<file path="src/rtl/cwt_pkg.sv">
package cwt_pkg;

    localparam int N_ERR   = 3;
    localparam int ERR_CWT = 0;
    localparam int ERR_BWT = 1;
    localparam int ERR_BGT = 2;

    typedef logic [N_ERR-1:0] err_vec_t;

    typedef enum logic {
        TMR_IDLE = 1'b0,
        TMR_RUN  = 1'b1
    } tmr_state_e;

    typedef struct packed {
        logic cwt;
        logic bwt;
        logic bgt;
    } err_evt_t;

    function automatic err_vec_t evt_to_vec(input err_evt_t e);
        err_vec_t v;
        v          = '0;
        v[ERR_CWT] = e.cwt;
        v[ERR_BWT] = e.bwt;
        v[ERR_BGT] = e.bgt;
        return v;
    endfunction

endpackage

</file>
<file path="src/rtl/char_gap_timer.sv">
module char_gap_timer
    import cwt_pkg::*;
#(
    parameter int CNT_W = 16
) (
    input  logic             clk,
    input  logic             rst,
    input  logic             en,
    input  logic             tick,
    input  logic             rx,
    input  logic [CNT_W-1:0] limit,
    output logic             err_pulse
);

    tmr_state_e       st;
    logic [CNT_W-1:0] cnt;
    logic             at_limit;

    assign at_limit  = (cnt == limit);
    assign err_pulse = en && !rx && (st == TMR_RUN) && tick && at_limit;

    always_ff @(posedge clk) begin
        if (rst || !en) begin
            st  <= TMR_IDLE;
            cnt <= '0;
        end else if (rx) begin
            st  <= TMR_RUN;
            cnt <= '0;
        end else if (st == TMR_RUN && tick) begin
            if (at_limit) begin
                st <= TMR_IDLE;
            end else begin
                cnt <= cnt + 1'b1;
            end
        end
    end

endmodule

</file>
<file path="src/rtl/block_wait_timer.sv">
module block_wait_timer
    import cwt_pkg::*;
#(
    parameter int BW_W = 32,
    parameter int BG_W = 16
) (
    input  logic            clk,
    input  logic            rst,
    input  logic            en,
    input  logic            tick,
    input  logic            rx,
    input  logic            tx,
    input  logic [BW_W-1:0] bwt_limit,
    input  logic [BG_W-1:0] bgt_limit,
    output logic            bwt_pulse,
    output logic            bgt_pulse
);

    localparam int CMP_W = (BW_W > BG_W) ? BW_W : BG_W;

    tmr_state_e      st;
    logic [BW_W-1:0] cnt;
    logic [CMP_W-1:0] cnt_ext;
    logic [CMP_W-1:0] guard_ext;
    logic            running;

    assign running   = (st == TMR_RUN);
    assign cnt_ext   = CMP_W'(cnt);
    assign guard_ext = CMP_W'(bgt_limit);
    assign bgt_pulse = en && rx && running && (cnt_ext < guard_ext);
    assign bwt_pulse = en && !rx && !tx && running && tick && (cnt == bwt_limit);

    always_ff @(posedge clk) begin
        if (rst || !en) begin
            st  <= TMR_IDLE;
            cnt <= '0;
        end else if (tx) begin
            st  <= TMR_RUN;
            cnt <= '0;
        end else if (rx) begin
            st  <= TMR_IDLE;
        end else if (running && tick) begin
            if (cnt == bwt_limit) begin
                st <= TMR_IDLE;
            end else begin
                cnt <= cnt + 1'b1;
            end
        end
    end

endmodule

</file>
<file path="src/rtl/err_flag_bank.sv">
module err_flag_bank #(
    parameter int N = 3
) (
    input  logic         clk,
    input  logic         rst,
    input  logic [N-1:0] set_evt,
    input  logic [N-1:0] clr,
    input  logic [N-1:0] mask,
    output logic [N-1:0] flags,
    output logic         irq
);

    logic [N-1:0] live;

    for (genvar i = 0; i < N; i++) begin : g_flag
        always_ff @(posedge clk) begin
            if (rst) begin
                flags[i] <= 1'b0;
            end else if (set_evt[i]) begin
                flags[i] <= 1'b1;
            end else if (clr[i]) begin
                flags[i] <= 1'b0;
            end
        end
        assign live[i] = flags[i] && !mask[i];
    end

    assign irq = |live;

endmodule

</file>
<file path="src/rtl/card_wait_timer.sv">
module card_wait_timer
    import cwt_pkg::*;
#(
    parameter int CWT_W = 16,
    parameter int BWT_W = 32,
    parameter int BGT_W = 16
) (
    input  logic             clk,
    input  logic             rst,
    input  logic             etu_tick,
    input  logic             rx_char,
    input  logic             tx_char,
    input  logic             cwt_en,
    input  logic             blk_en,
    input  logic [CWT_W-1:0] cwt_limit,
    input  logic [BWT_W-1:0] bwt_limit,
    input  logic [BGT_W-1:0] bgt_limit,
    input  logic [2:0]       clr_err,
    input  logic [2:0]       err_mask,
    output logic [2:0]       err_flags,
    output logic             irq
);

    err_evt_t evt;

    char_gap_timer #(.CNT_W(CWT_W)) i_char_gap (
        .clk       (clk),
        .rst       (rst),
        .en        (cwt_en),
        .tick      (etu_tick),
        .rx        (rx_char),
        .limit     (cwt_limit),
        .err_pulse (evt.cwt)
    );

    block_wait_timer #(.BW_W(BWT_W), .BG_W(BGT_W)) i_block (
        .clk       (clk),
        .rst       (rst),
        .en        (blk_en),
        .tick      (etu_tick),
        .rx        (rx_char),
        .tx        (tx_char),
        .bwt_limit (bwt_limit),
        .bgt_limit (bgt_limit),
        .bwt_pulse (evt.bwt),
        .bgt_pulse (evt.bgt)
    );

    err_flag_bank #(.N(N_ERR)) i_flags (
        .clk     (clk),
        .rst     (rst),
        .set_evt (evt_to_vec(evt)),
        .clr     (clr_err),
        .mask    (err_mask),
        .flags   (err_flags),
        .irq     (irq)
    );

endmodule

</file>
<file path="config.mk">
export PLATFORM = sky130hd
export DESIGN_NAME = card_wait_timer
export DESIGN_NICKNAME = d
export VERILOG_FILES = /design/src/rtl/cwt_pkg.sv /design/src/rtl/char_gap_timer.sv /design/src/rtl/block_wait_timer.sv /design/src/rtl/err_flag_bank.sv /design/src/rtl/card_wait_timer.sv
export SDC_FILE = /design/constraint.sdc
export NUM_CORES = 1
export LEC_CHECK = 0
export BUFFER_PORTS_ARGS = -buffer_cell sky130_fd_sc_hd__buf_2
export CORE_UTILIZATION = 45
export DETAILED_ROUTE_END_ITERATION = 16
export PLACE_DENSITY = 0.66
export SLEW_MARGIN = 20
export SYNTH_ARGS = -nofsm -noshare
export SYNTH_HDL_FRONTEND = slang
export SYNTH_HIERARCHICAL = 1
export SYNTH_SLANG_ARGS = --single-unit
</file>
<file path="constraint.sdc">
create_clock -name clk -period 2.97 [get_ports clk]
set_input_delay 0.297 -clock clk [delete_from_list [all_inputs] [get_ports clk]]
set_output_delay 0.297 -clock clk [all_outputs]
set_load 0.05 [all_outputs]
</file>
* Word-level counts from Yosys, hierarchy flattened *
Index checks and enable logic that the tools add are counted.
W data, S select, Z words.

word-level totals
  output and inout port bits = 4
  bits in registers = 53
  input bits = 77

operators by class
  $add $sub $neg = 2
  equality and inequality tests = 2
  bitwise operators = 3
  reduce and logical (&&, ||, !) cells = 40
  mux-type cells = 13
  order comparisons = 1

operators by type and width
  operator                 count
  $add A32 B1 Y32 const B  1
  $eq A32 B32 Y1           1
  $lt A32 B16 Y1           1
  $logic_and A1 B1 Y1      17
  $add A16 B1 Y16 const B  1
  $eq A16 B16 Y1           1
  $mux W1                  13
  $reduce_bool A2 Y1       5
  $logic_not A1 Y1         7
  $reduce_and A2 Y1        3
  $reduce_bool A3 Y1       2
  $reduce_or A2 Y1         2
  $not A1 Y1               3
  $reduce_and A3 Y1        1
  $reduce_or A3 Y1         1
  $logic_or A1 B1 Y1       2

* Logic depth before layout (Yosys ltp) *
Gate-level depths: netlist of run 1.

  depth in word-level cells = 7
  gate-level depth with buffers = 9
  mapped depth without buffers = 9

* Cells and area by module *
The synthesis of run 1 kept the hierarchy.

by module, submodules not included
  module            times used  area each (µm²)  cells an instance
  block_wait_timer  1           2494.9           298
  char_gap_timer    1           1046.0           125
  err_flag_bank     1           127.6            16

* Least setup slack after synthesis of run 1 *
No wires, ideal clock.

  path type = flip-flop to flip-flop
  start point = register i_block.cnt[14]
  end point = register i_block.cnt[17]
  data arrival time = 1742 ps
  path buffers = 3
  library setup time = 115 ps
  period minus slack after synthesis = 1857 ps
  cell stages (with the launch flop) = 10
  path slack = 1113 ps
  required time = 2855 ps
  cells stage by stage = dfxtp_1 > buf_6 > xor2_1 > nor4_2 > nand4_1 > buf_4 > o211ai_4 > buf_6 > nor3_1 > o21a_1

between the ends
  longest elaborated chain between the ends = 3
  elaborated cells between the ends (all ways) = 4

RTL lines
  what                                                     line                    text
  start: declaration                                       block_wait_timer.sv:22  logic [BW_W-1:0] cnt;
  start signal: assignment                                 block_wait_timer.sv:46  cnt <= cnt + 1'b1;
  branches (longest 3 deep; another with $add A32 B1 Y32)  -

Parallel ways; which one is timed is not known.
A chain may end at the register's enable or synchronous reset.

* Final worst setup path of run 1 *
  start point = register i_block.cnt[3]
  end point = register i_block.cnt[26]

The elaborated chain is that of the path after synthesis.

==> results.ini, run 1 <==
[outcome]
run_status=complete, no violations

[sta]
min_period_over_period=0.809
fmax_mhz=416
setup_tns_ns=0
finalSetupViolations=0
slew_violations=0
relSlewSlack=0.571
final-hold-violation-count=0
tightest_slew_ns=0.642
period_needed_ns=2.40
rsz0062_at_grt=no
fin_worst_skew_ns=0.00993

[pwr]
comb_power_share=0.100
swShare=0.239
seq_power_share=0.526
power.density_mw_per_mm2=321
p_clk_frac=0.374
p_switching_uw=323
p_int_uw=1030
leakage_uw=0.00173
ir_worst_vdd_v=0.000177

[logic_synthesis]
synth_top_family_by_area=simple AND/OR/NAND/NOR gates
syn_area_mm2=0.00367
synth.avg_cell_area_um2=8.36
syn-num-nets=533
synth-seq-cells=53
synthSimpleGateAreaFrac=0.293
synth-edff-count=0
synthFlopType=dfxtp_1
ys_top_cells_by_count=53 x dfxtp_1, 37 x nand2_1, 37 x xor2_1
synthTopCellsByArea=dfxtp_1 29%, xor2_1 8.8%, ha_1 5.8%
synth_top_area_cell=dfxtp_1
synth-adder-area-share=0.0580
syn-instance-count=439
ys_warn_count=6
ys_async_sr_fraction=0
post-synth-top-area-fraction=0.289
synth-seq-area-share=0.289
synth_compound_area_frac=0.161
synth-xor-area-share=0.134
synth_most_common_cell=dfxtp_1
synth.area.mux_share=0.0136
synth_cell_types=52

[drt]
postRouteAntennaNets=0
viasPerCell=5.63
firstDrtPassIters=5
vias=3472
route.detailed.drc=0
totalWireLength_um=9320
wl_per_cell_um=15.1
dr.first_iter.drc_count=145

[floorplanning]
die_h_um=92.3
initial_core_util=0.470
core_mm2=0.00781
ios=81
num_rows=32
fp.dieArea_mm2=0.00852
die_w_um=92.3

[global_routing]
grt-ovfl-total=0
grt_max_degree=34
grt_pass1_vias=3332
antenna_found_initial=0
grt_pass1_wl_um=15600
grt.total_usage=0.230

[critical_path]
cp.arrival_ns=2.64
r2r_slack_ns=0.57
critical_path_required_ns=3.21
reg2reg_depth=6
worstSetupStartpoint=i_block/cnt[3]$_SDFFE_PP0P_
cp_max_fo=18
r2r_end=i_block/cnt[26]$_SDFFE_PP0P_
worstSetupEndpointType=flop
start_kind=flop
critPathKind=flop to flop
rr_startpoint=i_block/cnt[3]$_SDFFE_PP0P_

[clocking]
ctsHtreeMaxLevel=2
clk_latency_ns=0.32
cts_tree=yes
clockRootBuffer=clkbuf_8
post_cts_buffers=0
ctsResizeCount=0
path_clk_slew_ns=0.10
cts.sinks=53
numCtsBuffers=5
clock_path_buffers=2
ctsHoldBuffers=0

[place]
gp_congestion=0.896
dpl_cell_area_mm2=0.00411
place_hpwl_um=7130
portBuffers=80

[min_path]
holdPathStages=3
hold_path.class=input pin to flop
holdPathEnd=i_flags/flags[0]$_SDFFE_PP0P_
hold_start=clr_err[0]

[finish]
area_growth_pct=15.2
multi_input_comb_area_mm2=0.00242
final_util=0.541
fillCellCount=766
final_cell_area_mm2=0.00423
diodes=0
fin_nets=608
regArea_mm2=0.00106
drive_above_1_share=0.214

[job]
cap_viol_max_count=0

state kept, by name, summed over array words and instances (netlist names):
name / flops
i_char_gap/st: 1
i_block/running: 1
i_char_gap/cnt: 16
i_flags/flags: 3
i_block/cnt: 32
power by group through the flow:
stage	Sequential [uW]	Combinational (uW)	Clock [uW]
floorplan	730	59.8	0
CTS	713	136	523
detailed placement	730	135	0
global placement	730	133	0
finish	714	135	507
global route	714	151	549
layout make-up:
| cell class | count | share of cell area |
|---|---|---|
| Clock buffer | 6 | 0.0172 |
| Tap cell | 102 | 0.0302 |
| Inverter | 23 | 0.0204 |
| Timing Repair Buffer | 83 | 0.100 |
| Sequential cell | 53 | 0.251 |
| Clock inverter | 2 | 0.00918 |
| Multi-Input combinational cell | 348 | 0.572 |
per-layer routing:
metal / track usage / vias up / share of wire
met3: 0.0361 / 9 / 0.048
met1: 0.300 / 1628 / 0.46
li1: - / 1746 / -
met4: 0.0651 / 0 / 0.014
met5: 0 / - / 0
met2: 0.392 / 89 / 0.48
per-stage QoR:
| stage | cells | total power, uW | worst slack [ns] | hold slack (ns) |
|---|---|---|---|---|
| after floorplan | 439 | 790 | 1.11 | 0.366 |
| after global placement | 609 | 863 | 0.697 | 0.481 |
| after detailed placement | 609 | 865 | 0.602 | 0.479 |
| after CTS | 617 | 1370 | 0.594 | 0.238 |
| after global routing | 617 | 1410 | 0.332 | 0.247 |
| final | 617 | 1360 | 0.567 | 0.245 |
critical path, cell delays in order (launching register included):
cell and delay [ns]:
dfxtp_1 0.39, xor2_1 0.19, nor4_1 0.42, nand4_1 0.34, o211ai_2 0.62, o21ai_0 0.20
a21oi_1 0.17
cell families (layout without fill, tap and decap cells):
group / count (synthesis) / after routing
multiplexers: 5 / 5
AND/OR/NAND/NOR: 178 / 178
adder cells (fa/ha/maj): 17 / 17
buffers and inverters: 38 / 114
XOR/XNOR: 56 / 56
flip-flops: 53 / 53
AO/OA/AOI/OAI: 92 / 92
how the worst max path moves through the flow:
stage | end | slack [ns] | cells after the start
6_report | i_block/cnt[26]$_SDFFE_PP0P_ | 0.57 | 6
5_1_grt | i_block/cnt[26]$_SDFFE_PP0P_ | 0.33 | 6
4_1_cts | i_block/cnt[26]$_SDFFE_PP0P_ | 0.59 | 6
3_5_place_dp | i_block/cnt[26]$_SDFFE_PP0P_ | 0.60 | 7
3_3_place_gp | i_block/cnt[14]$_SDFFE_PP0P_ | 0.70 | 7
2_1_floorplan | i_block/cnt[17]$_SDFFE_PP0P_ | 1.11 | 9
layout by cell type, fill, tap and decap left out, drive strengths merged, types with 17 or more instances in the layout:
cell / Yosys / routed
dfxtp: 53 / 53
buf: 11 / 83
a21oi: 32 / 32
xor2: 37 / 37
inv: 23 / 23
nor2: 17 / 17
nand2: 37 / 37
ha: 17 / 17
nor4: 17 / 17
o21ai: 25 / 25
nand3: 17 / 17
xnor2: 19 / 19
or3: 26 / 26
Power figures use the tool's default switching activity.
==> run 2, diff against run 1 <==
--- a/config.mk
+++ b/config.mk
@@ -5,10 +5,11 @@
 export SDC_FILE = /design/constraint.sdc
 export NUM_CORES = 1
 export LEC_CHECK = 0
+export ABC_AREA = 1
 export BUFFER_PORTS_ARGS = -buffer_cell sky130_fd_sc_hd__buf_2
 export CORE_UTILIZATION = 45
 export DETAILED_ROUTE_END_ITERATION = 16
-export PLACE_DENSITY = 0.66
+export PLACE_DENSITY = 0.67
 export SLEW_MARGIN = 20
 export SYNTH_ARGS = -nofsm -noshare
 export SYNTH_HDL_FRONTEND = slang
==> constraint.sdc (replaced) <==
create_clock -name clk -period 2.1 [get_ports clk]
set_input_delay 0.21 -clock clk [delete_from_list [all_inputs] [get_ports clk]]
set_output_delay 0.21 -clock clk [all_outputs]
set_load 0.05 [all_outputs]
==> run 2 against run 1 <==
Clock skew decreased by 0.0018 ns. Critical path depth up 5. Largest power group unchanged. Sequential power rose by 41%. Register-to-register slack got worse by 0.38 ns. Combinational power rose by 84%. Synthesized cell count up 79%. Flip-flop and latch count is the same. Cell count grew 61%. Critical path type unchanged. Critical endpoint is now i_block/cnt[16]$_SDFFE_PP0P_. Clock power rose by 16%. Utilization fell by 1.5 points.
==> results.ini, run 2 <==
[sta]
slew_violations=0
rsz0062_at_grt=no
fin_worst_skew_ns=0.00817
final-hold-violation-count=0
relSlewSlack=0.541
tightest_slew_ns=0.688
min_period_over_period=0.912
worst_slack_ns=0.184
finalSetupViolations=0
setup_tns_ns=0
timing.hold.ws_ns=0.101
fmax_mhz=522
period_needed_ns=1.92

[clocking]
numCtsBuffers=5
clockRootBuffer=clkbuf_8
cts_tree=yes
path_clk_slew_ns=0.10
cts.sinks=53
clock_path_buffers=2
ctsResizeCount=0
ctsHoldBuffers=0
clk_latency_ns=0.31
ctsHtreeMaxLevel=2
post_cts_buffers=0

[finish]
fin_nets=952
multi_input_comb_area_mm2=0.00284
layout_common_cells=241 x nand2_1, 132 x inv_1, 100 x nor2_1
regMostFlops=i_block/cnt
top_regs=i_block/cnt: 32 flops, i_char_gap/cnt: 16 flops, i_flags/flags: 3 flops
diodes=0
fillCellCount=1048
largest_reg_flops=32
area_growth_pct=12.6
drive_above_1_share=0.158
final_common_cell=nand2_1
regArea_mm2=0.00106
final_cells=992

[pwr]
power.density_mw_per_mm2=357
ir_worst_vdd_v=0.000260
comb_power_share=0.135
p_int_uw=1360
p_clk_frac=0.319
leakage_uw=0.00235
swShare=0.265
seq_power_share=0.546
p_switching_uw=489
total_power_uw=1850

[logic_synthesis]
synthFlopType=dfxtp_1
ys_top_cells_by_count=241 x nand2_1, 132 x inv_1, 101 x nor2_1
synth-seq-area-share=0.231
syn-instance-count=786
syn_area_mm2=0.00459
ys_async_sr_fraction=0
synth.avg_cell_area_um2=5.84
synth_most_common_cell=nand2_1
synthTopCellsByArea=dfxtp_1 23%, nand2_1 20%, inv_1 11%
synth-seq-cells=53
post-synth-top-area-fraction=0.231
synth_cell_types=33
syn-num-nets=880
synth_top_area_cell=dfxtp_1
synth-edff-count=0
ys_warn_count=6

[critical_path]
critical_path_required_ns=2.31
cp_max_fo=35
crit_chain=xnor2_1 > nand2_1 > nor2_1 > nand2_1 > nor2_4 > nand2_4 > buf_6 > nand3_2 > nand2_1 > nand2_1 > nor2_1
slowest_stage=dfxtp_1
cp.arrival_ns=2.13
start_kind=flop
worstSetupEndpointType=flop
cp_common_cell=nand2_1
critPathKind=flop to flop
max_stage_delay_ns=0.51

[floorplanning]
fp.dieArea_mm2=0.0106
die_w_um=103
core_mm2=0.00982
ios=81
initial_core_util=0.468
die_h_um=103
num_rows=36

[drt]
vias=4823
totalWireLength_um=11200
wl_per_cell_um=11.3
firstDrtPassIters=6
dr.first_iter.drc_count=181
route.detailed.drc=0
viasPerCell=4.86
postRouteAntennaNets=0

[global_routing]
grt_max_degree=56
grt.total_usage=0.220
antenna_found_initial=0
grt_pass1_wl_um=18700
grt-ovfl-total=0
grt_pass1_vias=4395

[place]
gp_congestion=0.869
pre_cts_slack_ns=0.188
portBuffers=80
placed_cells=984
place_hpwl_um=8750

[min_path]
hold_path.class=input pin to flop

[job]
cap_viol_max_count=0

[outcome]
run_status=complete, no violations

## run 2: changes by cell type in the layout (fill, tap and decap cells not counted), moves of 13 or more
| cell | change |
|---|---|
| a21oi_1 | -13 |
| inv_1 | +109 |
| nand2_1 | +204 |
| nand3_1 | +55 |
| nand4_1 | +20 |
| nor2_1 | +84 |
| o21ai_0 | -14 |
| or3_1 | -25 |
| xor2_1 | -26 |
## run 2: power by group through the flow
stage	clock (uW)	combinational [uW]	sequential, uW
final	589	248	1010
after global routing	645	283	1010
after detailed placement	0	249	1030
after global placement	0	242	1030
after floorplan	0	137	1030
after CTS	610	250	1010
## run 2: cell type report
cell class              count  area share
clock buffers               7      0.0148
multi-input cells         566       0.550
repair buffers             88      0.0922
flip-flops and latches     53       0.205
well taps                 133      0.0322
clock inverters             1     0.00145
inverters                 144       0.105
## run 2: path summary, 6_finish.rpt
kind,start,end,slack [ns],depth (start not counted)
min,rst,i_flags/flags[0]$_SDFFE_PP0P_,0.10,2
min reg2reg,i_char_gap/st$_SDFFE_PP0P_,i_char_gap/st$_SDFFE_PP0P_,0.47,2
max reg2reg,i_block/cnt[22]$_SDFFE_PP0P_,i_block/cnt[16]$_SDFFE_PP0P_,0.18,11
max,i_block/cnt[22]$_SDFFE_PP0P_,i_block/cnt[16]$_SDFFE_PP0P_,0.18,11
## run 2: worst max-delay path: cells and delay by family, from the launching register on
family / cells / cell delay [ns]
XOR/XNOR: 1 / 0.16
AND/OR/NAND/NOR: 9 / 0.89
buffers and inverters: 1 / 0.24
flip-flops: 1 / 0.51
## run 2: logic make-up after synthesis
family	Yosys count	share of synthesized area
simple gates	482	0.460
buf+inv	167	0.152
flops	53	0.231
xor+xnor	34	0.0648
compound gates	33	0.0452
fa+ha+maj	17	0.0463
## run 2: routing by layer
layer	share of wire	track usage	vias up
li1	-	-	2566
met1	0.48	0.280	2131
met2	0.46	0.381	112
met3	0.043	0.0339	14
met4	0.018	0.0693	0
met5	0	0	-
## run 2: through the flow
| step | instance area (um^2) | util |
|---|---|---|
| 2_1_floorplan | 4590 | - |
| 6_report | 5170 | 0.527 |
| 4_1_cts | 5160 | 0.525 |
| 3_5_place_dp | 5080 | 0.517 |
| 3_3_place_gp | 5080 | 0.517 |
| 5_1_grt | 5170 | 0.527 |
